### src/rtl/rtc_ser_pkg.sv
package rtc_ser_pkg;

    localparam int unsigned FRAME_EDGES = 16;
    localparam int unsigned CNT_W       = $clog2(FRAME_EDGES + 1);

    localparam logic [7:0] STAT_RESET = 8'h90;
    localparam logic [7:0] STAT_CLRM  = 8'h18;
    localparam logic [7:0] CMD_STAT   = 8'h30;
    localparam logic [7:0] CMD_ZERO   = 8'h31;
    localparam logic [7:0] CMD_SCLR   = 8'hB1;
    localparam logic [7:0] WR_BASE    = 8'h80;

    typedef struct packed {
        logic [CNT_W-1:0] cnt;
        logic [7:0]       cmd;
        logic [7:0]       dat;
        logic [7:0]       stat;
        logic             dout;
        logic             sclk_prev;
        logic             irq_clr;
    } frame_t;

    function automatic logic [7:0] to_bcd(input logic [6:0] v);
        logic [6:0] tens;
        logic [6:0] ones;
        tens = v / 7'd10;
        ones = v - tens * 7'd10;
        return {tens[3:0], ones[3:0]};
    endfunction

    function automatic logic [255:0] default_image();
        logic [255:0] img;
        for (int i = 0; i < 32; i++) begin
            img[8*i +: 8] = 8'((i * 37 + 5) % 256);
        end
        return img;
    endfunction

endpackage

### src/rtl/rtc_byte_store.sv
module rtc_byte_store #(
    parameter int unsigned        BYTES = 32,
    parameter logic [8*BYTES-1:0] IMAGE = '0,
    localparam int unsigned       AW    = $clog2(BYTES)
) (
    input  logic          clk,
    input  logic          rst_n,
    input  logic          we,
    input  logic [AW-1:0] addr,
    input  logic [7:0]    wdata,
    output logic [7:0]    rdata
);

    logic [7:0] mem_q [BYTES];
    logic [7:0] mem_d [BYTES];

    always_comb begin
        for (int i = 0; i < BYTES; i++) begin
            mem_d[i] = mem_q[i];
        end
        if (we) begin
            mem_d[addr] = wdata;
        end
    end

    always_ff @(posedge clk or negedge rst_n) begin
        if (!rst_n) begin
            for (int i = 0; i < BYTES; i++) begin
                mem_q[i] <= IMAGE[8*i +: 8];
            end
        end else begin
            for (int i = 0; i < BYTES; i++) begin
                mem_q[i] <= mem_d[i];
            end
        end
    end

    assign rdata = mem_q[addr];

endmodule

### src/rtl/rtc_ret_mux.sv
module rtc_ret_mux
    import rtc_ser_pkg::*;
#(
    parameter int unsigned BYTES = 32
) (
    input  logic [7:0] cmd,
    input  logic [7:0] store_byte,
    input  logic [7:0] stat,
    input  logic [5:0] tm_sec,
    input  logic [5:0] tm_min,
    input  logic [4:0] tm_hour,
    input  logic [4:0] tm_mday,
    input  logic [3:0] tm_mon,
    input  logic [6:0] tm_year,
    output logic [7:0] ret
);

    always_comb begin
        ret = 8'h00;
        if (32'(cmd) < BYTES) begin
            ret = store_byte;
        end else begin
            case (cmd)
                8'h20:    ret = to_bcd({1'b0, tm_sec});
                8'h21:    ret = to_bcd({1'b0, tm_min});
                8'h22:    ret = to_bcd({2'b0, tm_hour});
                8'h24:    ret = to_bcd({2'b0, tm_mday});
                8'h25:    ret = to_bcd({3'b0, tm_mon});
                8'h26:    ret = to_bcd(tm_year);
                CMD_STAT: ret = stat;
                CMD_ZERO: ret = 8'h00;
                default:  ret = 8'h00;
            endcase
        end
    end

endmodule

### src/rtl/rtc_serial_slave.sv
module rtc_serial_slave
    import rtc_ser_pkg::*;
#(
    parameter int unsigned        RAM_BYTES  = 32,
    parameter logic [8*RAM_BYTES-1:0] INIT_IMAGE = default_image(),
    localparam int unsigned       AW         = $clog2(RAM_BYTES)
) (
    input  logic       clk,
    input  logic       rst_n,
    input  logic       ser_en,
    input  logic       ser_clk,
    input  logic       ser_din,
    output logic       ser_dout,
    input  logic [5:0] tm_sec,
    input  logic [5:0] tm_min,
    input  logic [4:0] tm_hour,
    input  logic [4:0] tm_mday,
    input  logic [3:0] tm_mon,
    input  logic [6:0] tm_year,
    output logic       irq_clr_o
);

    frame_t     q, d;
    logic       fall;
    logic       store_we;
    logic       is_wr;
    logic [7:0] store_byte;
    logic [7:0] ret_byte;

    rtc_byte_store #(.BYTES(RAM_BYTES), .IMAGE(INIT_IMAGE)) u_store (
        .clk   (clk),
        .rst_n (rst_n),
        .we    (store_we),
        .addr  (q.cmd[AW-1:0]),
        .wdata (d.dat),
        .rdata (store_byte)
    );

    rtc_ret_mux #(.BYTES(RAM_BYTES)) u_mux (
        .cmd        (q.cmd),
        .store_byte (store_byte),
        .stat       (q.stat),
        .tm_sec     (tm_sec),
        .tm_min     (tm_min),
        .tm_hour    (tm_hour),
        .tm_mday    (tm_mday),
        .tm_mon     (tm_mon),
        .tm_year    (tm_year),
        .ret        (ret_byte)
    );

    assign fall  = q.sclk_prev & ~ser_clk;
    assign is_wr = (q.cmd >= WR_BASE) && (32'(q.cmd) < 32'(WR_BASE) + RAM_BYTES);

    always_comb begin
        d           = q;
        d.sclk_prev = ser_clk;
        d.irq_clr   = 1'b0;
        store_we    = 1'b0;
        if (!ser_en) begin
            d.cnt  = '0;
            d.cmd  = 8'h00;
            d.dat  = 8'h00;
            d.dout = 1'b0;
        end else if (fall && (q.cnt < CNT_W'(FRAME_EDGES))) begin
            if (q.cnt < CNT_W'(8)) begin
                d.cmd = {q.cmd[6:0], ser_din};
            end else begin
                d.dat  = {q.dat[6:0], ser_din};
                d.dout = ret_byte[~q.cnt[2:0]];
                if (q.cnt == CNT_W'(FRAME_EDGES - 1)) begin
                    store_we = is_wr;
                    if ((q.cmd == CMD_SCLR) && d.dat[2]) begin
                        d.stat    = q.stat & ~STAT_CLRM;
                        d.irq_clr = 1'b1;
                    end
                end
            end
            d.cnt = q.cnt + CNT_W'(1);
        end
    end

    always_ff @(posedge clk or negedge rst_n) begin
        if (!rst_n) begin
            q.cnt       <= '0;
            q.cmd       <= 8'h00;
            q.dat       <= 8'h00;
            q.stat      <= STAT_RESET;
            q.dout      <= 1'b0;
            q.sclk_prev <= 1'b0;
            q.irq_clr   <= 1'b0;
        end else begin
            q <= d;
        end
    end

    assign ser_dout  = q.dout;
    assign irq_clr_o = q.irq_clr;

    a_r10_count_saturates: assert property (@(posedge clk) disable iff (!rst_n)
        q.cnt <= CNT_W'(FRAME_EDGES));

    a_r10_hold_after_frame: assert property (@(posedge clk) disable iff (!rst_n)
        (ser_en && q.cnt == CNT_W'(FRAME_EDGES)) |=> $stable(ser_dout));

    a_r2_abort_clears: assert property (@(posedge clk) disable iff (!rst_n)
        !ser_en |=> (!ser_dout && q.cnt == '0));

    a_r1_no_edge_no_move: assert property (@(posedge clk) disable iff (!rst_n)
        (ser_en && !fall) |=> $stable(q.cnt));

    a_r9_single_pulse: assert property (@(posedge clk) disable iff (!rst_n)
        irq_clr_o |=> !irq_clr_o);

    a_r9_flag_cleared: assert property (@(posedge clk) disable iff (!rst_n)
        irq_clr_o |-> (q.stat[4:3] == 2'b00));

endmodule

### config.mk
export PLATFORM = sky130hd
export DESIGN_NAME = rtc_serial_slave
export DESIGN_NICKNAME = d
export VERILOG_FILES = /design/src/rtl/rtc_ser_pkg.sv /design/src/rtl/rtc_byte_store.sv /design/src/rtl/rtc_ret_mux.sv /design/src/rtl/rtc_serial_slave.sv
export SDC_FILE = /design/constraint.sdc
export NUM_CORES = 1
export LEC_CHECK = 0
export ABC_CLOCK_PERIOD_IN_PS = 2230
export BUFFER_PORTS_ARGS = -buffer_cell sky130_fd_sc_hd__buf_4
export CORE_MARGIN = 5
export CORE_UTILIZATION = 40
export CTS_BUF_LIST = sky130_fd_sc_hd__clkbuf_4 sky130_fd_sc_hd__clkbuf_8 sky130_fd_sc_hd__clkbuf_16
export CTS_CLUSTER_SIZE = 12
export DETAILED_ROUTE_END_ITERATION = 6
export GPL_ROUTABILITY_DRIVEN = 0
export PLACE_DENSITY = 0.57
export REMOVE_ABC_BUFFERS = 1
export SETUP_SLACK_MARGIN = 0.02
export SYNTH_ARGS = -nofsm -noshare
export SYNTH_HDL_FRONTEND = slang
export SYNTH_SLANG_ARGS = --single-unit
### constraint.sdc
create_clock -name clk -period 2.23 [get_ports clk]
set_input_delay 0 -clock clk [delete_from_list [all_inputs] [get_ports clk]]
set_output_delay 0 -clock clk [all_outputs]
set_load 0.02 [all_outputs]
==> results.py, run 1 <==
metrics = {
    "run_status": {
        "status": "complete, but fails checks",
        "violations": "negative hold slack, negative setup slack",
    },
    "clock_network": {
        "htreeDepth": 1,
        "clk_path_buf_depth": 3,
        "clk_latency_ns": 0.57,
        "cts_sinks": 281,
        "ctsRootBufferMaster": "clkbuf_16",
        "cts_tree": "done",
        "clk_pin_slew_worst_paths_ns": 0.07,
        "cts_buffers": 29,
    },
    "detailed_routing": {
        "drtIter0Drc": 784,
        "wirelength_mm": 45.1,
        "num_vias": 11700,
        "wl_per_cell_um": 22.0,
        "routed_via_density": 5.73,
        "drc": 0,
        "drt_pass1_iterations": 5,
        "antenna_left": 0,
    },
    "place": {
        "hpwl_mm": 25.8,
        "port_buffers": 39,
        "dp_slack_ns": -1.20,
    },
    "logic_synthesis": {
        "synth_edf_count": 0,
        "syn_inst": 1366,
        "synthFlopType": "dfrtp_1",
        "seq_area_frac_synth": 0.506,
        "synthArstFlopShare": 1.00,
        "synth_area_um2": 14200,
        "ys_ff_latch": 281,
        "avgSynthCellArea_um2": 10.4,
        "ys.warnings.count": 0,
        "ys_types": 75,
    },
    "global_route": {
        "grt_overflow": 0,
        "grt_usage": 0.208,
        "grt_pass1_vias": 11000,
        "antenna_found_initial": 0,
        "grt_max_degree": 80,
        "grt_first_pass_wirelength_mm": 64.7,
    },
    "pwr": {
        "power.density_nw_per_um2": 534,
        "power.leakage_nw": 8.09,
        "vdd_ir_drop_max_mv": 0.574,
    },
    "critical_path": {
        "cp-start-kind": "flip-flop",
        "cp_max_fo": 6,
        "worstPathArrival_ns": 3.04,
        "cp_slowest_stage_delay_ns": 0.55,
        "crit_family": "multiplexers",
        "required_ns": 2.66,
        "cp_slowest_cell": "mux4_2",
        "worstSetupPathType": "flip-flop to flip-flop",
        "cp_cell_sequence": "buf_8, buf_12, mux4_2, mux2i_1, o2111ai_1, a311oi_2, a2bb2oi_2, a311oi_2",
        "end_kind": "flip-flop",
        "critPathBufInv": 2,
        "crit_top_cell": "a311oi_2",
    },
    "timing": {
        "setup_violations": 59,
        "period_needed_ns": 2.61,
        "clock-skew-final_ns": 0.0284,
        "worst_slack_ns": -0.379,
        "tns_ns": -1.47,
        "rsz0062_at_grt": "yes",
        "clock.fmax_mhz": 383,
        "worstMarginPinSlew_ns": 0.805,
        "finalHoldViolations": 2,
        "hold_slack_ns": -0.00732,
        "slew_violations": 0,
        "slew_headroom": 0.461,
        "period_share": 1.17,
    },
    "floorplanning": {
        "io_pins": 40,
        "die_w_um": 198,
        "die_area_um2": 39400,
        "core-area_um2": 35300,
        "start_util": 0.402,
        "fp.dieH_um": 198,
        "num_rows": 69,
    },
    "finish": {
        "num-nets-final": 1629,
        "diodes": 0,
        "drive_above_1_share": 0.608,
        "final_core_util": 0.579,
        "area_growth_pct": 43.8,
    },
    "job": {
        "drv_cap": 0,
    },
    "min_path": {
        "worstHoldPathType": "primary input to asynchronous set/reset pin",
    },
}
[sequential cells by signal, indices dropped and copies added, names as in the netlist]
name           cells
irq_clr_o          1
u_store.mem_q    256
q                 23
ser_dout           1
[area by class of cell]
type,count,area (um^2)
Clock buffer,49,931
Clock inverter,2,35.0
Multi-Input combinational cell,943,8480
Tap cell,461,577
Timing Repair Buffer,270,3060
Sequential cell,281,7190
Inverter,41,164
Fill cell,2766,14900
[per-stage QoR]
step / instance area, um^2 / cells / hold WS (ns) / power [W]
finish: 20400 / 2047 / -0.00732 / 0.0109
global route: 20400 / 2047 / 0.0342 / 0.0113
CTS: 18100 / 2022 / 0.0116 / 0.0109
detailed placement: 16100 / 1930 / -0.0174 / 0.00593
global placement: 16100 / 1930 / -0.0193 / 0.00592
floorplan: 13700 / 1265 / -0.296 / 0.00551
[logic make-up (layout without fill, tap and decap cells)]
| kind of cell | Yosys count | in the layout | synth area share |
|---|---|---|---|
| multiplexers | 92 | 92 | 0.131 |
| XOR/XNOR | 16 | 16 | 0.00986 |
| AND/OR/NAND/NOR | 457 | 457 | 0.143 |
| buffers and inverters | 142 | 362 | 0.0471 |
| adder cells (fa/ha/maj) | 27 | 27 | 0.0261 |
| AO/OA/AOI/OAI | 351 | 351 | 0.138 |
| flip-flops | 281 | 281 | 0.506 |
[path summary, 6_finish.rpt]
kind                       depth (start not counted)                             end  slack (ns)                      startpoint
max                                                8            ser_dout$_DFFE_PN0P_       -0.38               q[19]$_DFFE_PN0P_
min                                                2  u_store.mem_q[176]$_DFFE_PN0P_      -0.007                           rst_n
max reg2reg                                        8            ser_dout$_DFFE_PN0P_       -0.38               q[19]$_DFFE_PN0P_
min reg2reg                                        2  u_store.mem_q[173]$_DFFE_PN1P_        0.46  u_store.mem_q[173]$_DFFE_PN1P_
max in group asynchronous                          3   u_store.mem_q[72]$_DFFE_PN1P_        1.39                           rst_n
min in group clk                                   2                  q[1]$_DFF_PN0_        0.12                         ser_clk
[power breakdown]
part / switching [W] / total, W / internal (W)
registers: 0.00000622 / 0.00512 / 0.00512
logic: 0.000461 / 0.000876 / 0.000415
clock network: 0.00199 / 0.00492 / 0.00294
[cell usage in the layout, fill, tap and decap left out, types with 33 or more instances in the layout]
cell type / synthesis / layout
dfstp_2: 125 / 125
dfrtp_1: 156 / 153
nand2_2: 0 / 130
clkbuf_16: 0 / 36
inv_1: 40 / 35
nand2_1: 328 / 110
buf_12: 3 / 41
mux4_2: 51 / 58
o21ai_0: 268 / 33
o21ai_1: 4 / 89
o21ai_2: 0 / 150
nand2_4: 0 / 82
buf_4: 3 / 164
[routing by layer]
metal / part of all wire / vias up / wire (um) / global-route usage
met5: 0 / - / 0 / 0
met4: 0.036 / 0 / 1620 / 0.0666
met3: 0.057 / 108 / 2570 / 0.0264
met2: 0.49 / 385 / 22200 / 0.347
met1: 0.41 / 5962 / 18700 / 0.286
li1: - / 5275 / - / -
[what timing repair did]
item,CTS,global route
hold endpoints to repair,203,0
hold buffers,5,0
endpoints found under the setup margin,119,247
pin swaps,69,184
setup buffers,17,12
gates cloned,19,14
resized for setup,282,687
[synthesized netlist by cell type, drive strengths merged, types with 3 or more instances]
| cell type | number | area share |
|---|---|---|
| nand2b | 15 | 0.0066 |
| o211ai | 5 | 0.0026 |
| and2 | 7 | 0.0031 |
| buf | 32 | 0.018 |
| nand2 | 328 | 0.087 |
| inv | 40 | 0.011 |
| and3 | 4 | 0.0018 |
| clkbuf | 69 | 0.018 |
| o22ai | 10 | 0.0044 |
| mux4 | 69 | 0.11 |
| dfstp | 125 | 0.23 |
| nor2b | 11 | 0.0048 |
| mux2i | 15 | 0.011 |
| a21oi | 12 | 0.0042 |
| mux2 | 8 | 0.0063 |
| nor3 | 17 | 0.0075 |
| a21boi | 8 | 0.0042 |
| a311oi | 3 | 0.0018 |
| fa | 5 | 0.0070 |
| o221ai | 5 | 0.0031 |
| a31oi | 5 | 0.0022 |
| o2111ai | 4 | 0.0025 |
| nand3 | 26 | 0.0092 |
| dfrtp | 156 | 0.27 |
| o21ai | 272 | 0.096 |
| ha | 20 | 0.018 |
| or3 | 3 | 0.0013 |
| xor2 | 5 | 0.0031 |
| a211oi | 4 | 0.0025 |
| o21a | 4 | 0.0021 |
| nor2 | 19 | 0.0052 |
| nand4 | 7 | 0.0031 |
| nor3b | 7 | 0.0048 |
| xnor2 | 11 | 0.0068 |
Note: power is estimated with default switching activity, not from simulation.
==> run 2, diff against run 1 <==
--- a/config.mk
+++ b/config.mk
@@ -13,6 +13,7 @@
 export CTS_CLUSTER_SIZE = 12
 export DETAILED_ROUTE_END_ITERATION = 6
 export GPL_ROUTABILITY_DRIVEN = 0
+export GPL_TIMING_DRIVEN = 0
 export PLACE_DENSITY = 0.57
 export REMOVE_ABC_BUFFERS = 1
 export SETUP_SLACK_MARGIN = 0.02
==> results.py, run 2 (synthesized netlist as in run 1, its figures left out) <==
metrics = {
    "floorplanning": {
        "die_area_um2": 39400,
        "num_rows": 69,
        "io_pins": 40,
        "fp.dieH_um": 198,
        "start_util": 0.402,
        "core-area_um2": 35300,
        "die_w_um": 198,
    },
    "finish": {
        "drive_above_1_share": 0.542,
        "top_register": "u_store.mem_q",
        "fill_cells": 2789,
        "final_core_util": 0.559,
        "top_regs": "u_store.mem_q: 256 flops, q: 23 flops",
        "mostFrequentLayoutCell": "nand2_1",
        "area_growth_pct": 38.9,
        "num-nets-final": 1563,
        "largest_reg_flops": 256,
        "diodes": 0,
        "layout_common_cells": "nand2_1 (169), dfrtp_1 (149), dfstp_2 (125)",
        "stdcell_area_um2": 19700,
    },
    "detailed_routing": {
        "wirelength_mm": 47.8,
        "drtIter0Drc": 974,
        "drt_pass1_iterations": 5,
        "num_vias": 11900,
        "wl_per_cell_um": 24.1,
        "routed_via_density": 5.99,
        "antenna_left": 0,
        "drc": 0,
    },
    "global_route": {
        "grt_overflow": 0,
        "antenna_found_initial": 1,
        "grt_usage": 0.224,
        "grt_max_degree": 96,
        "grt_first_pass_wirelength_mm": 68.8,
        "grt_pass1_vias": 11400,
    },
    "place": {
        "dp_slack_ns": -1.72,
        "hpwl_mm": 22.2,
        "placed_area_um2": 14700,
        "port_buffers": 39,
    },
    "pwr": {
        "seqPwrFrac": 0.459,
        "vdd_ir_drop_max_mv": 0.517,
        "p_int_w": 0.00861,
        "power.density_nw_per_um2": 566,
        "power.leakage_nw": 7.42,
        "power.share.clock": 0.456,
        "switching_share": 0.229,
        "comb_power_share": 0.085,
        "p_sw_w": 0.00256,
    },
    "timing": {
        "period_needed_ns": 2.81,
        "worst_slack_ns": -0.578,
        "finalHoldViolations": 0,
        "clock.fmax_mhz": 356,
        "clock-skew-final_ns": 0.0101,
        "hold_slack_ns": 0.0588,
        "worstMarginPinSlew_ns": 1.11,
        "setup_violations": 161,
        "rsz0062_at_grt": "yes",
        "slew_headroom": 0.255,
        "slew_violations": 0,
        "period_share": 1.26,
    },
    "min_path": {
        "worstHoldPathType": "primary input to asynchronous set/reset pin",
    },
    "clock_network": {
        "cts_buffers": 30,
        "cts_sinks": 281,
        "htreeDepth": 1,
        "clk_pin_slew_worst_paths_ns": 0.06,
        "clk_path_buf_depth": 3,
        "cts_tree": "done",
        "clk_latency_ns": 0.55,
        "ctsRootBufferMaster": "clkbuf_16",
    },
    "critical_path": {
        "end_kind": "flip-flop",
        "required_ns": 2.65,
        "worstPathArrival_ns": 3.23,
        "worstSetupPathType": "flip-flop to flip-flop",
        "cp_max_fo": 6,
        "cp-start-kind": "flip-flop",
    },
    "run_status": {
        "status": "complete, but fails checks",
        "violations": "negative setup slack",
    },
    "job": {
        "drv_cap": 0,
    },
}
run 2: power by group through the flow:
| stage | combinational [W] | clock (W) | sequential (W) |
|---|---|---|---|
| final | 0.000948 | 0.00510 | 0.00512 |
| after global placement | 0.000527 | 0 | 0.00526 |
| after floorplan | 0.000271 | 0 | 0.00524 |
| after detailed placement | 0.000572 | 0 | 0.00523 |
| after global routing | 0.00102 | 0.00537 | 0.00512 |
| after CTS | 0.000906 | 0.00518 | 0.00512 |
run 2: layer usage:
metal,global-route usage,vias up,part of all wire
met5,0,-,0.00027
met3,0.0407,140,0.070
met2,0.363,535,0.49
met1,0.303,6028,0.40
met4,0.0866,2,0.042
li1,-,5194,-
run 2: worst paths after layout:
check                                                     from                              to  slack, ns  cells after the start
worst max-delay path                         q[19]$_DFFE_PN0P_            ser_dout$_DFFE_PN0P_      -0.58                     10
worst min-delay path                                     rst_n  u_store.mem_q[185]$_DFFE_PN0P_       0.06                      2
worst max register to register               q[19]$_DFFE_PN0P_            ser_dout$_DFFE_PN0P_      -0.58                     10
worst min register to register  u_store.mem_q[229]$_DFFE_PN1P_  u_store.mem_q[229]$_DFFE_PN1P_       0.46                      2
max in group asynchronous                                rst_n   u_store.mem_q[34]$_DFFE_PN1P_       1.17                      3
min in group clk                                       ser_clk                  q[1]$_DFF_PN0_       0.11                      2
run 2: critical path, stage by stage (launching register included):
cell and delay, ns:
dfrtp_4 0.43, buf_12 0.16, buf_12 0.13, buf_16 0.13
mux4_1 0.61, o41ai_1 0.51, a21oi_1 0.15, o221ai_2 0.13
nand4_1 0.14, a2bb2oi_1 0.23, a311oi_2 0.05
run 2: per-stage QoR:
| step | total power (W) | TNS, ns | cells |
|---|---|---|---|
| final | 0.0112 | -12.64 | 1985 |
| after global routing | 0.0115 | -29.86 | 1985 |
| after CTS | 0.0112 | -7.40 | 1956 |
| after detailed placement | 0.00581 | -321.68 | 1770 |
| after global placement | 0.00579 | -1292.87 | 1765 |
| after floorplan | 0.00551 | -431.99 | 1265 |
run 2: repair_timing:
item / CTS / global route
hold buffers: 4 / 0
pin swaps: 143 / 149
buffers inserted: 100 / 23
gates cloned: 27 / 11
hold endpoints to repair: 106 / 0
setup endpoints to repair: 267 / 258
gates resized for setup: 403 / 426
run 2: final cells by class:
class / instances / area, um^2 / area share
Clock inverter: 5 / 53.8 / 0.00273
Multi-Input combinational cell: 971 / 8640 / 0.438
Sequential cell: 281 / 7210 / 0.365
Inverter: 41 / 183 / 0.00925
Clock buffer: 51 / 970 / 0.0491
Timing Repair Buffer: 175 / 2100 / 0.107
Tap cell: 461 / 577 / 0.0292
